<file path="src/rtl/cyc_pkg.sv">
// Shared constants for the isochronous cycle timer.
// Assumes a 32-bit register word and two event flags.
package cyc_pkg;
    localparam int BUS_W     = 32;
    localparam int NUM_EV    = 2;
    localparam int EV_SEC64  = 0;
    localparam int EV_INCONS = 1;

    typedef enum logic {
        SEL_CYCLE = 1'b0,
        SEL_BUS   = 1'b1
    } reg_sel_e;
endpackage

</file>
<file path="src/rtl/cyc_counter.sv">
// Three-field cycle counter: offset, cycle count and seconds.
// It advances on a tick enable and can be loaded in one cycle; a load wins over a tick.
// Assumes that the limits fit in their field widths. Out-of-range values wrap on the next carry.
module cyc_counter #(
    parameter int OFF_W   = 12,
    parameter int CNT_W   = 13,
    parameter int SEC_W   = 7,
    parameter int OFF_LIM = 3072,
    parameter int CNT_LIM = 8000
) (
    input  logic             clk,
    input  logic             rst_n,
    input  logic             tick_en,
    input  logic             load_en,
    input  logic [OFF_W-1:0] load_off,
    input  logic [CNT_W-1:0] load_cnt,
    input  logic [SEC_W-1:0] load_sec,
    output logic [OFF_W-1:0] off_q,
    output logic [CNT_W-1:0] cnt_q,
    output logic [SEC_W-1:0] sec_q,
    output logic             half_flip
);
    localparam logic [OFF_W-1:0] OFF_LAST = OFF_W'(OFF_LIM - 1);
    localparam logic [CNT_W-1:0] CNT_LAST = CNT_W'(CNT_LIM - 1);

    logic off_last;
    logic cnt_last;
    logic sec_roll;

    // Detect the carry chain and a counting change of the seconds top bit.
    always_comb begin
        off_last  = (off_q >= OFF_LAST);
        cnt_last  = (cnt_q >= CNT_LAST);
        sec_roll  = tick_en && off_last && cnt_last && !load_en;
        half_flip = sec_roll && (&sec_q[SEC_W-2:0]);
    end

    // Advance or load the three fields.
    always_ff @(posedge clk) begin
        if (!rst_n) begin
            off_q <= '0;
            cnt_q <= '0;
            sec_q <= '0;
        end else if (load_en) begin
            off_q <= load_off;
            cnt_q <= load_cnt;
            sec_q <= load_sec;
        end else if (tick_en) begin
            if (off_last) begin
                off_q <= '0;
                if (cnt_last) begin
                    cnt_q <= '0;
                    sec_q <= sec_q + 1'b1;
                end else begin
                    cnt_q <= cnt_q + 1'b1;
                end
            end else begin
                off_q <= off_q + 1'b1;
            end
        end
    end
endmodule

</file>
<file path="src/rtl/bus_time_ext.sv">
// Widens the seconds field into a full bus-time word.
// It stores the upper bits and a shadow of the seconds top bit, and adds one top-bit step whenever the shadow differs from the live bit.
// Assumes the seconds field changes at most once per clock.
module bus_time_ext #(
    parameter int BUS_W = 32,
    parameter int SEC_W = 7
) (
    input  logic                   clk,
    input  logic                   rst_n,
    input  logic [SEC_W-1:0]       sec_now,
    input  logic                   init_en,
    input  logic [BUS_W-1:0]       init_val,
    input  logic                   wr_en,
    input  logic [BUS_W-1:SEC_W]   wr_hi,
    output logic [BUS_W-1:0]       bus_now
);
    localparam int              MARK     = SEC_W - 1;
    localparam logic [BUS_W-1:0] STEP     = BUS_W'(1) << MARK;
    localparam logic [BUS_W-1:0] LOW_MASK = STEP - 1'b1;

    logic [BUS_W-1:0] base_q;
    logic [BUS_W-1:0] fixed;

    // Correct the stored value against the live top bit, then merge in the seconds.
    always_comb begin
        fixed   = (base_q[MARK] != sec_now[MARK]) ? base_q + STEP : base_q;
        bus_now = fixed | {{(BUS_W-SEC_W){1'b0}}, sec_now};
    end

    // Hold the corrected value; init and software writes take their share.
    always_ff @(posedge clk) begin
        if (!rst_n) begin
            base_q <= '0;
        end else if (init_en) begin
            base_q <= init_val & ~LOW_MASK;
        end else if (wr_en) begin
            base_q <= {wr_hi, fixed[SEC_W-1:0]};
        end else begin
            base_q <= fixed;
        end
    end
endmodule

</file>
<file path="src/rtl/event_flags.sv">
// Bank of sticky event flags with write-one-to-clear; a set beats a clear in the same cycle.
module event_flags #(
    parameter int N = 2
) (
    input  logic         clk,
    input  logic         rst_n,
    input  logic [N-1:0] set_in,
    input  logic [N-1:0] clr_in,
    output logic [N-1:0] flag_q
);
    for (genvar i = 0; i < N; i++) begin : g_flag
        // One sticky flag.
        always_ff @(posedge clk) begin
            if (!rst_n) begin
                flag_q[i] <= 1'b0;
            end else if (set_in[i]) begin
                flag_q[i] <= 1'b1;
            end else if (clr_in[i]) begin
                flag_q[i] <= 1'b0;
            end
        end
    end
endmodule

</file>
<file path="src/rtl/iso_cycle_clock.sv">
// Top of the isochronous cycle timer.
// It joins the cycle counter, the bus-time extension and the event flags behind a one-word register port.
// Assumes the field widths add up to the bus word. Reads are combinational.
module iso_cycle_clock
    import cyc_pkg::*;
#(
    parameter int OFF_W   = 12,
    parameter int CNT_W   = 13,
    parameter int OFF_LIM = 3072,
    parameter int CNT_LIM = 8000
) (
    input  logic        clk,
    input  logic        rst_n,
    input  logic        tick_en,
    input  logic        init_load,
    input  logic [31:0] init_secs,
    input  logic        reg_wr,
    input  logic        reg_sel,
    input  logic [31:0] reg_wdata,
    input  logic [1:0]  ev_clear,
    output logic [31:0] reg_rdata,
    output logic        ev_sec64,
    output logic        ev_inconsistent
);
    localparam int SEC_W  = BUS_W - OFF_W - CNT_W;
    localparam int CNT_LO = OFF_W;
    localparam int SEC_LO = OFF_W + CNT_W;

    logic              cyc_wr;
    logic              bus_wr;
    logic              load_en;
    logic [OFF_W-1:0]  load_off;
    logic [CNT_W-1:0]  load_cnt;
    logic [SEC_W-1:0]  load_sec;
    logic [OFF_W-1:0]  off_q;
    logic [CNT_W-1:0]  cnt_q;
    logic [SEC_W-1:0]  sec_q;
    logic              half_flip;
    logic [BUS_W-1:0]  cyc_now;
    logic [BUS_W-1:0]  bus_now;
    logic [NUM_EV-1:0] ev_set;
    logic [NUM_EV-1:0] ev_q;

    // Decode the register port; init overrides every write.
    always_comb begin
        cyc_wr  = reg_wr && (reg_sel_e'(reg_sel) == SEL_CYCLE) && !init_load;
        bus_wr  = reg_wr && (reg_sel_e'(reg_sel) == SEL_BUS) && !init_load;
        load_en = init_load || cyc_wr;
        if (init_load) begin
            load_off = '0;
            load_cnt = '0;
            load_sec = init_secs[SEC_W-1:0];
        end else begin
            load_off = reg_wdata[CNT_LO-1:0];
            load_cnt = reg_wdata[SEC_LO-1:CNT_LO];
            load_sec = reg_wdata[BUS_W-1:SEC_LO];
        end
    end

    cyc_counter #(
        .OFF_W  (OFF_W),
        .CNT_W  (CNT_W),
        .SEC_W  (SEC_W),
        .OFF_LIM(OFF_LIM),
        .CNT_LIM(CNT_LIM)
    ) u_cnt (
        .clk      (clk),
        .rst_n    (rst_n),
        .tick_en  (tick_en),
        .load_en  (load_en),
        .load_off (load_off),
        .load_cnt (load_cnt),
        .load_sec (load_sec),
        .off_q    (off_q),
        .cnt_q    (cnt_q),
        .sec_q    (sec_q),
        .half_flip(half_flip)
    );

    bus_time_ext #(
        .BUS_W(BUS_W),
        .SEC_W(SEC_W)
    ) u_bus (
        .clk     (clk),
        .rst_n   (rst_n),
        .sec_now (sec_q),
        .init_en (init_load),
        .init_val(init_secs),
        .wr_en   (bus_wr),
        .wr_hi   (reg_wdata[BUS_W-1:SEC_W]),
        .bus_now (bus_now)
    );

    // Gather event causes and pack the timer word.
    always_comb begin
        ev_set            = '0;
        ev_set[EV_SEC64]  = half_flip;
        ev_set[EV_INCONS] = cyc_wr;
        cyc_now           = {sec_q, cnt_q, off_q};
    end

    event_flags #(
        .N(NUM_EV)
    ) u_ev (
        .clk   (clk),
        .rst_n (rst_n),
        .set_in(ev_set),
        .clr_in(ev_clear),
        .flag_q(ev_q)
    );

    // Drive the read mux and the flag outputs.
    always_comb begin
        reg_rdata       = (reg_sel_e'(reg_sel) == SEL_BUS) ? bus_now : cyc_now;
        ev_sec64        = ev_q[EV_SEC64];
        ev_inconsistent = ev_q[EV_INCONS];
    end
endmodule

</file>
<file path="config.mk">
export PLATFORM = sky130hd
export DESIGN_NAME = iso_cycle_clock
export DESIGN_NICKNAME = d
export VERILOG_FILES = /design/src/rtl/cyc_pkg.sv /design/src/rtl/cyc_counter.sv /design/src/rtl/bus_time_ext.sv /design/src/rtl/event_flags.sv /design/src/rtl/iso_cycle_clock.sv
export SDC_FILE = /design/constraint.sdc
export NUM_CORES = 1
export LEC_CHECK = 0
export BUFFER_PORTS_ARGS = -buffer_cell sky130_fd_sc_hd__buf_2
export CORE_UTILIZATION = 40
export CTS_CLUSTER_DIAMETER = 150
export DETAILED_ROUTE_END_ITERATION = 6
export GPL_TIMING_DRIVEN = 0
export PLACE_DENSITY = 0.62
export SLEW_MARGIN = 20
export SYNTH_ARGS = -nofsm -noshare
export SYNTH_HDL_FRONTEND = slang
export SYNTH_SLANG_ARGS = --single-unit
</file>
<file path="constraint.sdc">
create_clock -name clk -period 2.67 [get_ports clk]
set_input_delay 0.1335 -clock clk [delete_from_list [all_inputs] [get_ports clk]]
set_output_delay 0.1335 -clock clk [all_outputs]
set_load 0.005 [all_outputs]
</file>
==> results of run 1 <==
[flip-flops by register name, indices dropped and copies added (netlist names)]
signal	cells
u_bus.base_q	26
u_cnt.cnt_q	13
u_cnt.off_q	12
u_cnt.sec_q	7
u_ev.flag_q	2
[worst paths after layout]
path	start	end	slack (ns)	cells past startpoint
setup reg to reg	u_cnt.cnt_q[0]	u_cnt.cnt_q[11]	0.18	7
setup / recovery	u_cnt.cnt_q[0]	u_cnt.cnt_q[11]	0.18	7
hold reg to reg	u_cnt.cnt_q[12]	u_cnt.cnt_q[12]	0.51	2
hold / removal	init_secs[7]	u_bus.base_q[7]	0.03	3
[where the power goes]
group          internal (mW)  switching (mW)
combinational          0.193           0.280
clock                  0.328           0.360
sequential             0.947          0.0654
total                   1.47           0.705
[cells in the final DEF, fill, tap and decap left out, drive strengths merged, types with 6 or more instances in the layout]
cell type  Yosys  routed
and3          12      12
a21oi         55      55
o22ai         21      21
clkbuf        29      41
nor3          13      13
xor2          24      24
a211oi        10      10
nand4         26      26
nand2         36      36
xnor2          6       6
nor4           7       7
nor2          50      50
a221oi        10      10
dfxtp         60      60
inv           17      17
nand3         24      24
buf           11     114
a21o           6       6
a22oi         22      22
o21ai         26      26
[through the flow]
step	instances	power (mW)	hold slack, ns
finish	779	2.17	0.0282
global route	779	2.27	0.0449
CTS	778	2.16	0.0251
detailed placement	763	1.49	0.377
global placement	763	1.48	0.380
floorplan	528	1.28	0.278
[cell families (layout without fill, tap and decap cells)]
| family | count (synthesis) | after routing | share of synthesized area |
|---|---|---|---|
| multiplexers | 7 | 7 | 0.0189 |
| AND/OR/NAND/NOR | 193 | 193 | 0.253 |
| XOR/XNOR | 30 | 30 | 0.0671 |
| buffers and inverters | 57 | 175 | 0.0655 |
| AO/OA/AOI/OAI | 177 | 177 | 0.284 |
| flip-flops | 60 | 60 | 0.298 |
| adder cells (fa/ha/maj) | 4 | 4 | 0.0124 |
[layer usage]
| metal | vias up | routed length (um) |
|---|---|---|
| met5 | - | 0 |
| met4 | 0 | 327 |
| met3 | 28 | 1400 |
| met2 | 251 | 6830 |
| met1 | 2227 | 6450 |
| li1 | 2228 | - |
[critical path: cells and delay by family (launching register included)]
family	cells	cell delay (ns)
compound gates	4	1.10
flops	1	0.51
buf+inv	1	0.33
simple gates	1	0.08
fa+ha+maj	1	0.36
[layout make-up]
class,count,area share
plain buffers,40,0.0413
inverters,17,0.0131
repair buffers,103,0.106
flip-flops and latches,60,0.246
multi-input cells,411,0.528
well taps,133,0.0341
clock buffers,12,0.0277
clock inverters,3,0.00308
[what timing repair did]
item | CTS | global route
endpoints found under the setup margin | 0 | 31
gates resized for setup | 0 | 5
buffers inserted | 0 | 1
==> results by group, run 1 <==
Outcome
  • Outcome: finished clean

Finish
  • Final nets: between 700 and 800
  • Reg area: approximately 1200 sq um
  • Finished layout cell area: 4880 sq um
  • Area grow syn2layout: 21.1%
  • Fillers: around 1.0k
  • Multi-input logic area: between 2000 and 3000 sq um
  • Layout Utilization: 0.499
  • Share of post-route cells with drive strength above 1: 0.221
  • N_diodes: 0

GRT
  • Grt ovf: 0
  • Initial antenna violation count: 0
  • Vias in the first global route: between 4k and 5k
  • Grt met3 use: 0.0376
  • Gr busiest metal: met2
  • GR Layer Usage met1: 0.407
  • Met2 GRT Util: 0.466
  • First-pass GRT wire length: 23200 um
  • Largest net degree at the start of global routing: 11
  • Tot GR Track Use: 0.294

Detailed routing
  • Post-DR wirelength/cell: between 15 and 20 um
  • Via count: 4734
  • DRT iter0 DRCs: 400
  • DRC viols: 0
  • Vias per cell: between 6 and 7
  • TritonRoute pass-1 iters: 5
  • Drt total wl: approximately 15000 um
  • Post-DRT Antenna Nets: 0

Critical path
  • Slowest cell on crit path: dfxtp_1
  • CP Data Required Time: about 2.9 ns
  • Kind of critical path: flop to flop
  • Worst EP arrival: 2.72 ns
  • Worst Setup Start Kind: flop
  • Critical-path cell list: ha_1 > a21oi_1 > o21ai_1 > a21oi_1 > clkbuf_1 > a221oi_1 > nor2_1
  • Worst-path maximum fanout: 10
  • Critical Path Most Common Cell: a21oi_1
  • CP max stage delay: between 0.5 and 0.6 ns
  • Critical path endpoint category: flop

Power
  • Lkg Pwr: slightly below 2 nW
  • PwrDens: roughly 450 nW/um^2
  • Peak supply drop: approximately 0.18 mV

Die
  • Full die area: approximately 10000 sq um
  • Io pins: between 100 and 150
  • Initial Util: 0.412
  • Number of cell rows: 36
  • Core area: slightly below 10000 sq um
  • Die H: around 100 um
  • Die W: slightly above 100 um

Place
  • GP Congestion: around 0.89
  • DP Wirelength: between 10000 and 15000 um
  • Cell Area, Placed: 4710 sq um
  • Port-buffer cells: a little over 100
  • Post-place setup slack: just under 0.09 ns

Synth
  • Distinct cells, synth: 58
  • Post-Syn Instances: around 530
  • EDFF count, synth: 0
  • Synthesized area per cell: between 7 and 8 sq um
  • Most frequent cell after synthesis: dfxtp_1
  • Main flop type after synthesis: dfxtp_1
  • Largest cells by area after synthesis: dfxtp_1 30%, a21oi_1 6.8%, xor2_1 5.0%
  • Syn Nets: 604
  • Most frequent cells after synthesis: 60 x dfxtp_1, 55 x a21oi_1, 50 x nor2_1
  • Number of synthesized register bits: 60
  • Asr flop ratio synth: 0
  • Sequential fraction of the synthesis area: 0.298
  • Top-area cell type share of the netlist area: 0.298
  • Synthesized cell area: 4030 sq um
  • Synth area leader: dfxtp_1
  • Synth warnings: 0

STA
  • Worst Slack Setup Final: between 0.15 and 0.2 ns
  • Clock Skew: 0.0137 ns
  • Worst Tran Pin Value: between 1 and 1.5 ns
  • Final hold viol count: 0
  • Final Max Slew Viols: 0
  • Final setup violation count: 0
  • Setup TNS: 0 ns
  • Final min period: around 2.5 ns
  • FMAX: roughly 400 MHz
  • Rel. slew slack: 0.279
  • Period utilization: 0.931
  • RSZ-0062 raised after global routing: false

Clock network
  • Hold_buf cts: 0
  • Root Driver: clkbuf_8
  • CTS Sinks: 60
  • Number of H-tree levels: 3
  • Later-pin clock latency in the skew report: 0.35 ns
  • TritonCTS Buffers: 9
  • Max clock buf depth: 2
  • CTS tree: built
  • CTS clk-pin slew, worst paths: roughly 0.08 ns

Worst hold path
  • Worst hold path type: input pin to flop

Run
  • Number of max-cap violations: 0
Note: power is estimated with default switching activity, not from simulation.
==> run 2: changes to the inputs <==
--- a/config.mk
+++ b/config.mk
@@ -6,11 +6,11 @@
 export NUM_CORES = 1
 export LEC_CHECK = 0
 export BUFFER_PORTS_ARGS = -buffer_cell sky130_fd_sc_hd__buf_2
-export CORE_UTILIZATION = 40
+export CORE_UTILIZATION = 41
 export CTS_CLUSTER_DIAMETER = 150
 export DETAILED_ROUTE_END_ITERATION = 6
 export GPL_TIMING_DRIVEN = 0
-export PLACE_DENSITY = 0.62
+export PLACE_DENSITY = 0.64
 export SLEW_MARGIN = 20
 export SYNTH_ARGS = -nofsm -noshare
 export SYNTH_HDL_FRONTEND = slang
==> run 2 against run 1 <==
Combinational power hardly changed. Largest power group unchanged. Design area is 1.4% higher. Critical endpoint is now reg_rdata[31]. Register-to-register slack hardly changed. Setup slack worse by 0.016 ns. Die area is 2.4% lower. Wire length is 2.1% higher. Total power is 12% higher. Largest cell class unchanged. Critical path type is now flop to output port.
==> results by group, run 2 (same netlist as run 1, synthesis figures left out) <==
Outcome
  • Outcome: finished clean

Finish
  • Share of post-route cells with drive strength above 1: 0.227 (+0.00549)
  • Max FFs per register: 26 (unchanged)
  • Most flop-heavy register: u_bus.base_q
  • Fillers: 963 (-6.0%)
  • Layout Utilization: 0.528 (+0.0288)
  • Most frequent cells in the layout: 106 x buf_2, 60 x dfxtp_1, 54 x a21oi_1, 50 x nor2_1, 33 x nand2_1
  • Most common cell after layout, fill and taps aside: buf_2
  • Largest regs: u_bus.base_q x26, u_cnt.cnt_q x13, u_cnt.off_q x12
  • Final nets: 719 (+0.14%)
  • Area grow syn2layout: 22.8%
  • N_diodes: 0 (unchanged)

Die
  • Full die area: 10200 sq um (-2.4%)
  • Io pins: 106 (unchanged)
  • Initial Util: 0.430 (+0.0177)
  • Core area: 9370 sq um (-4.1%)
  • Number of cell rows: 35 (-2.8%)
  • Die W: 101 um (-1.2%)
  • Die H: 101 um (-1.2%)

Detailed routing
  • Drt total wl: 15300 um (+2.1%)
  • DRC viols: 0 (unchanged)
  • DRT iter0 DRCs: 391 (-2.3%)
  • TritonRoute pass-1 iters: 5 (unchanged)
  • Via count: 4777 (+0.91%)
  • Post-DR wirelength/cell: 19.7 um (+2.3%)
  • Post-DRT Antenna Nets: 0 (unchanged)
  • Vias per cell: 6.15 (+1.2%)

Clock network
  • Number of H-tree levels: 3 (unchanged)
  • CTS Sinks: 60 (unchanged)
  • Hold_buf cts: 0 (unchanged)
  • Root Driver: clkbuf_8
  • TritonCTS Buffers: 9 (unchanged)
  • CTS clk-pin slew, worst paths: 0.07 ns (about the same)
  • Max clock buf depth: 2 (unchanged)
  • Later-pin clock latency in the skew report: 0.35 ns (about the same)
  • CTS tree: built

Critical path
  • Worst-path maximum fanout: 8 (-2)
  • Kind of critical path: flop to output port
  • CP max stage delay: 0.45 ns (-0.06 ns)
  • Critical path endpoint category: output port
  • Critical-path cell list: and4_1 > and4_1 > clkbuf_1 > nand4_1 > xor2_1 > a21oi_1 > buf_2
  • Critical Path Most Common Cell: and4_1
  • Worst Setup Start Kind: flop
  • CP Data Required Time: 2.54 ns (-0.37 ns)
  • Worst EP arrival: 2.37 ns (-0.35 ns)
  • Slowest cell on crit path: dfxtp_1

GRT
  • Grt ovf: 0 (unchanged)
  • Vias in the first global route: 4312 (+0.58%)
  • Largest net degree at the start of global routing: 11 (unchanged)
  • Tot GR Track Use: 0.301 (+0.00773)
  • Initial antenna violation count: 0 (unchanged)
  • First-pass GRT wire length: 23300 um (+0.80%)

STA
  • Rel. slew slack: 0.335 (+0.0558)
  • Final min period: 2.50 ns (+0.0164 ns)
  • Clock Skew: 0.00699 ns (-0.00667 ns)
  • FMAX: 400 MHz (-0.65%)
  • Final Max Slew Viols: 0 (unchanged)
  • Worst Slack Setup Final: 0.168 ns (-0.0164 ns)
  • Period utilization: 0.937 (+0.00613)
  • RSZ-0062 raised after global routing: false
  • Setup TNS: 0 ns (unchanged)
  • Final setup violation count: 0 (unchanged)
  • Worst Tran Pin Value: 0.990 ns (-0.0831 ns)
  • Final hold viol count: 0 (unchanged)

Place
  • DP Wirelength: 11600 um (+0.90%)
  • Port-buffer cells: 102 (unchanged)
  • GP Congestion: 0.935 (+5.0%)
  • Post-place setup slack: 0.0765 ns (-0.0103 ns)

Run
  • Number of max-cap violations: 0 (unchanged)

Power
  • Peak supply drop: 0.272 mV (+50%)
  • PwrDens: 492 nW/um^2 (+10%)
  • Lkg Pwr: 2.01 nW (+2.0%)

Worst hold path
  • Worst hold path type: input pin to flop
-- run 2: cell types whose count changed in the layout (fill, tap and decap cells not counted), sizes merged --
| cell | delta |
|---|---|
| bufinv | +2 |
| buf | +1 |
| clkbuf | -1 |
-- run 2: worst paths after layout --
kind	start	slack, ns	end	depth (start not counted)
max	u_bus.base_q[16]	0.17	reg_rdata[31]	7
min	init_secs[7]	0.02	u_bus.base_q[7]	3
max reg2reg	u_cnt.off_q[0]	0.19	u_cnt.sec_q[6]	6
min reg2reg	u_cnt.cnt_q[12]	0.51	u_cnt.cnt_q[12]	2
-- run 2: area by class of cell --
type / instances / area, sq um / share of cell area
Buffer: 40 / 201 / 0.0407
Clock buffer: 11 / 141 / 0.0286
Clock inverter: 5 / 75.1 / 0.0152
Inverter: 17 / 63.8 / 0.0129
Multi-Input combinational cell: 411 / 2580 / 0.521
Sequential cell: 60 / 1200 / 0.243
Tap cell: 129 / 161 / 0.0326
Timing Repair Buffer: 104 / 526 / 0.106
-- run 2: metrics by stage --
step | hold WS [ns] | instance area [sq um] | power, mW | std cells
global route | 0.0410 | 4950 | 2.51 | 777
finish | 0.0199 | 4950 | 2.43 | 777
global placement | 0.381 | 4700 | 1.48 | 759
detailed placement | 0.380 | 4700 | 1.49 | 759
floorplan | 0.278 | 4030 | 1.28 | 528
CTS | 0.0205 | 4920 | 2.42 | 775
-- run 2: power breakdown --
group | total (mW) | switching [mW] | internal [mW] | leakage (nW)
registers | 1.01 | 0.0654 | 0.946 | 0.493
clock network | 0.946 | 0.399 | 0.547 | 0.113
logic | 0.475 | 0.282 | 0.193 | 1.40
total | 2.43 | 0.746 | 1.69 | 2.01
-- run 2: metal layers --
layer,wire [um],vias up,share of wire,track usage
met5,0,-,0,0
met4,402,0,0.026,0.122
met3,1130,31,0.074,0.0311
met2,7000,245,0.46,0.468
met1,6790,2269,0.44,0.427
li1,-,2232,-,-
-- run 2: repair_timing --
item,CTS,global route
buffers inserted,0,2
setup endpoints to repair,0,25
resized for setup,0,5
-- run 2: critical path, delay by kind of cell, from the launching register on --
family | cells | cell delay (ns)
AOI/OAI and AO/OA | 1 | 0.14
xor gates and xnor gates | 1 | 0.28
buffers and inverters | 2 | 0.48
DFF | 1 | 0.45
and+or+nand+nor | 3 | 0.67
==> run 3: changes to the inputs <==
--- a/config.mk
+++ b/config.mk
@@ -6,11 +6,13 @@
 export NUM_CORES = 1
 export LEC_CHECK = 0
 export BUFFER_PORTS_ARGS = -buffer_cell sky130_fd_sc_hd__buf_2
-export CORE_UTILIZATION = 41
+export CELL_PAD_IN_SITES_DETAIL_PLACEMENT = 0
+export CELL_PAD_IN_SITES_GLOBAL_PLACEMENT = 1
+export CORE_UTILIZATION = 38
 export CTS_CLUSTER_DIAMETER = 150
 export DETAILED_ROUTE_END_ITERATION = 6
 export GPL_TIMING_DRIVEN = 0
-export PLACE_DENSITY = 0.64
+export PLACE_DENSITY = 0.79
 export SLEW_MARGIN = 20
 export SYNTH_ARGS = -nofsm -noshare
 export SYNTH_HDL_FRONTEND = slang
==> run 3 against run 2 <==
Die area is 7.7% higher. Sequential cell count stayed put. First-iteration DRC count grew 12%. Total power is 5.1% lower. Global-route usage fell by 2.1 points. Setup slack got worse by 0.041 ns. Clock power is 13% lower. Hold slack gained 0.010 ns. Critical path type is now flop to flop. Critical endpoint is now u_cnt.sec_q[6]. Largest cell class unchanged. Largest power group unchanged.
==> results by group, run 3 (same netlist as run 1, synthesis figures left out) <==
Worst hold path
  • Worst hold path type: input pin to flop
  • Worst hold stages: 3 (unchanged)
  • Hold Path Sink: u_bus.base_q[9]
  • Hold_sp: init_secs[9]

Finish
  • Finished Layout Cells: 782 (+0.64%)
  • Most frequent cells in the layout: 106 x buf_2, 60 x dfxtp_1, 54 x a21oi_1, 50 x nor2_1, 33 x nand2_1
  • N_diodes: 0 (unchanged)
  • Fillers: 1087 (+13%)
  • Most flop-heavy register: u_bus.base_q
  • Share of post-route cells with drive strength above 1: 0.221 (-0.00549)
  • Finished layout cell area: 4920 sq um (-0.63%)
  • Largest regs: u_bus.base_q x26, u_cnt.cnt_q x13, u_cnt.off_q x12
  • Final nets: 718 (-0.14%)
  • Most common cell after layout, fill and taps aside: buf_2
  • Area grow syn2layout: 22.0%
  • Max FFs per register: 26 (unchanged)

Place
  • Dpl cells: 766 (+0.92%)
  • Port-buffer cells: 102 (unchanged)
  • DP Wirelength: 11900 um (+2.8%)
  • Cell Area, Placed: 4710 sq um (+0.19%)
  • GP Congestion: 0.947 (+1.3%)

Power
  • PwrDens: 470 nW/um^2 (-4.5%)
  • Lkg Pwr: 1.98 nW (-1.2%)
  • Peak supply drop: 0.221 mV (-19%)
  • Total chip power: 2.31 mW (-5.1%)

GRT
  • Grt ovf: 0 (unchanged)
  • First-pass GRT wire length: 23600 um (+1.0%)
  • Vias in the first global route: 4388 (+1.8%)
  • Tot GR Track Use: 0.280 (-0.0211)
  • Largest net degree at the start of global routing: 11 (unchanged)
  • Initial antenna violation count: 0 (unchanged)

Critical path
  • R2r setup slk: 0.13 ns (-0.06 ns)
  • CP Buf/Inv Count: 1 (-1)
  • Worst EP arrival: 2.84 ns (+0.47 ns)
  • CP Data Required Time: 2.97 ns (+0.43 ns)
  • Worst-path maximum fanout: 10 (+2)
  • Kind of critical path: flop to flop
  • R2R depth: 7 (+1)
  • CP max stage delay: 0.49 ns (+0.04 ns)
  • Critical path's top delay family: simple AND/OR/NAND/NOR gates
  • Critical Path Most Common Cell: nand4_1
  • Critical-path cell list: ha_1 > nand4_1 > o31ai_2 > clkbuf_2 > nand4_1 > nor4_1 > a211o_1
  • Reg-to-reg endpoint: u_cnt.sec_q[6]
  • Worst Setup Start Kind: flop
  • Slowest cell on crit path: o31ai_2
  • Critical path endpoint category: flop
  • Reg-to-Reg Start: u_cnt.off_q[0]

Clock network
  • CTS tree: built
  • TritonCTS Buffers: 9 (unchanged)
  • Later-pin clock latency in the skew report: 0.35 ns (about the same)
  • Max clock buf depth: 2 (unchanged)
  • Hold_buf cts: 0 (unchanged)
  • Root Driver: clkbuf_8
  • CTS clk-pin slew, worst paths: 0.07 ns (about the same)
  • CTS Sinks: 60 (unchanged)
  • Number of H-tree levels: 3 (unchanged)

Detailed routing
  • DRT iter0 DRCs: 436 (+12%)
  • TritonRoute pass-1 iters: 5 (unchanged)
  • Vias per cell: 5.95 (-3.3%)
  • Post-DR wirelength/cell: 19.9 um (+1.2%)
  • Via count: 4650 (-2.7%)
  • Drt total wl: 15600 um (+1.8%)
  • DRC viols: 0 (unchanged)
  • Post-DRT Antenna Nets: 0 (unchanged)

STA
  • Final Max Slew Viols: 0 (unchanged)
  • Final setup violation count: 0 (unchanged)
  • WHS: 0.0302 ns (+0.0102 ns)
  • FMAX: 393 MHz (-1.6%)
  • Worst Tran Pin Value: 0.987 ns (-0.00261 ns)
  • Rel. slew slack: 0.337 (+0.00175)
  • Setup TNS: 0 ns (unchanged)
  • RSZ-0062 raised after global routing: false
  • Final min period: 2.54 ns (+0.0406 ns)
  • Clock Skew: 0.0126 ns (+0.00566 ns)
  • Period utilization: 0.952 (+0.0152)
  • Final hold viol count: 0 (unchanged)

Die
  • Io pins: 106 (unchanged)
  • Die W: 105 um (+3.8%)
  • Number of cell rows: 37 (+5.7%)
  • Core area: 10300 sq um (+10%)
  • Die H: 105 um (+3.8%)
  • Initial Util: 0.390 (-0.0397)
  • Full die area: 11000 sq um (+7.7%)

Run
  • Number of max-cap violations: 0 (unchanged)

Outcome
  • Outcome: finished clean
run 3: area by class of cell:
| type | instances | area, sq um | share of cell area |
|---|---|---|---|
| multi-input cells | 411 | 2580 | 0.524 |
| flip-flops and latches | 60 | 1200 | 0.244 |
| repair buffers | 103 | 518 | 0.105 |
| plain buffers | 40 | 201 | 0.0410 |
| well taps | 136 | 170 | 0.0346 |
| clock buffers | 13 | 149 | 0.0303 |
| inverters | 17 | 63.8 | 0.0130 |
| clock inverters | 2 | 35.0 | 0.00712 |
run 3: worst reg2reg max path, stage by stage, from the launching register on:
cell      delay (ns)
dfxtp_1         0.41
ha_1            0.24
nand4_1         0.28
o31ai_2         0.49
clkbuf_2        0.31
nand4_1         0.31
nor4_1          0.30
a211o_1         0.15
run 3: repair_timing:
item | CTS | global route
setup buffers | 0 | 1
gates resized for setup | 0 | 5
endpoints found under the setup margin | 0 | 29
run 3: report_power, final:
part	internal (mW)	total, mW	leakage, nW	switching (mW)
Clock	0.452	0.821	0.0935	0.369
Combinational	0.194	0.476	1.40	0.283
Sequential	0.947	1.01	0.493	0.0656
run 3: per-stage QoR:
| step | setup WS (ns) | util |
|---|---|---|
| floorplan | 0.632 | - |
| global placement | 0.0851 | 0.456 |
| detailed placement | 0.0489 | 0.456 |
| CTS | 0.00418 | 0.474 |
| global route | 0.00377 | 0.476 |
| finish | 0.127 | 0.476 |
run 3: worst max-delay path by stage:
stage,start,endpoint,slack (ns),cells past startpoint
finish,u_cnt.off_q[0],u_cnt.sec_q[6],0.13,7
global route,u_cnt.off_q[0],u_cnt.cnt_q[5],0.004,7
CTS,u_cnt.off_q[0],u_cnt.sec_q[6],0.004,7
detailed placement,u_cnt.off_q[0],u_cnt.sec_q[6],0.05,7
global placement,u_cnt.off_q[0],u_cnt.sec_q[6],0.09,6
floorplan,u_cnt.off_q[0],u_cnt.off_q[1],0.63,7
run 3: per-layer routing:
layer  wire length [um]  global-route usage  share of wire
met1               6860               0.380           0.44
met2               7180               0.438           0.46
met3               1250              0.0437          0.080
met4                310               0.124          0.020
met5                  0                   0              0
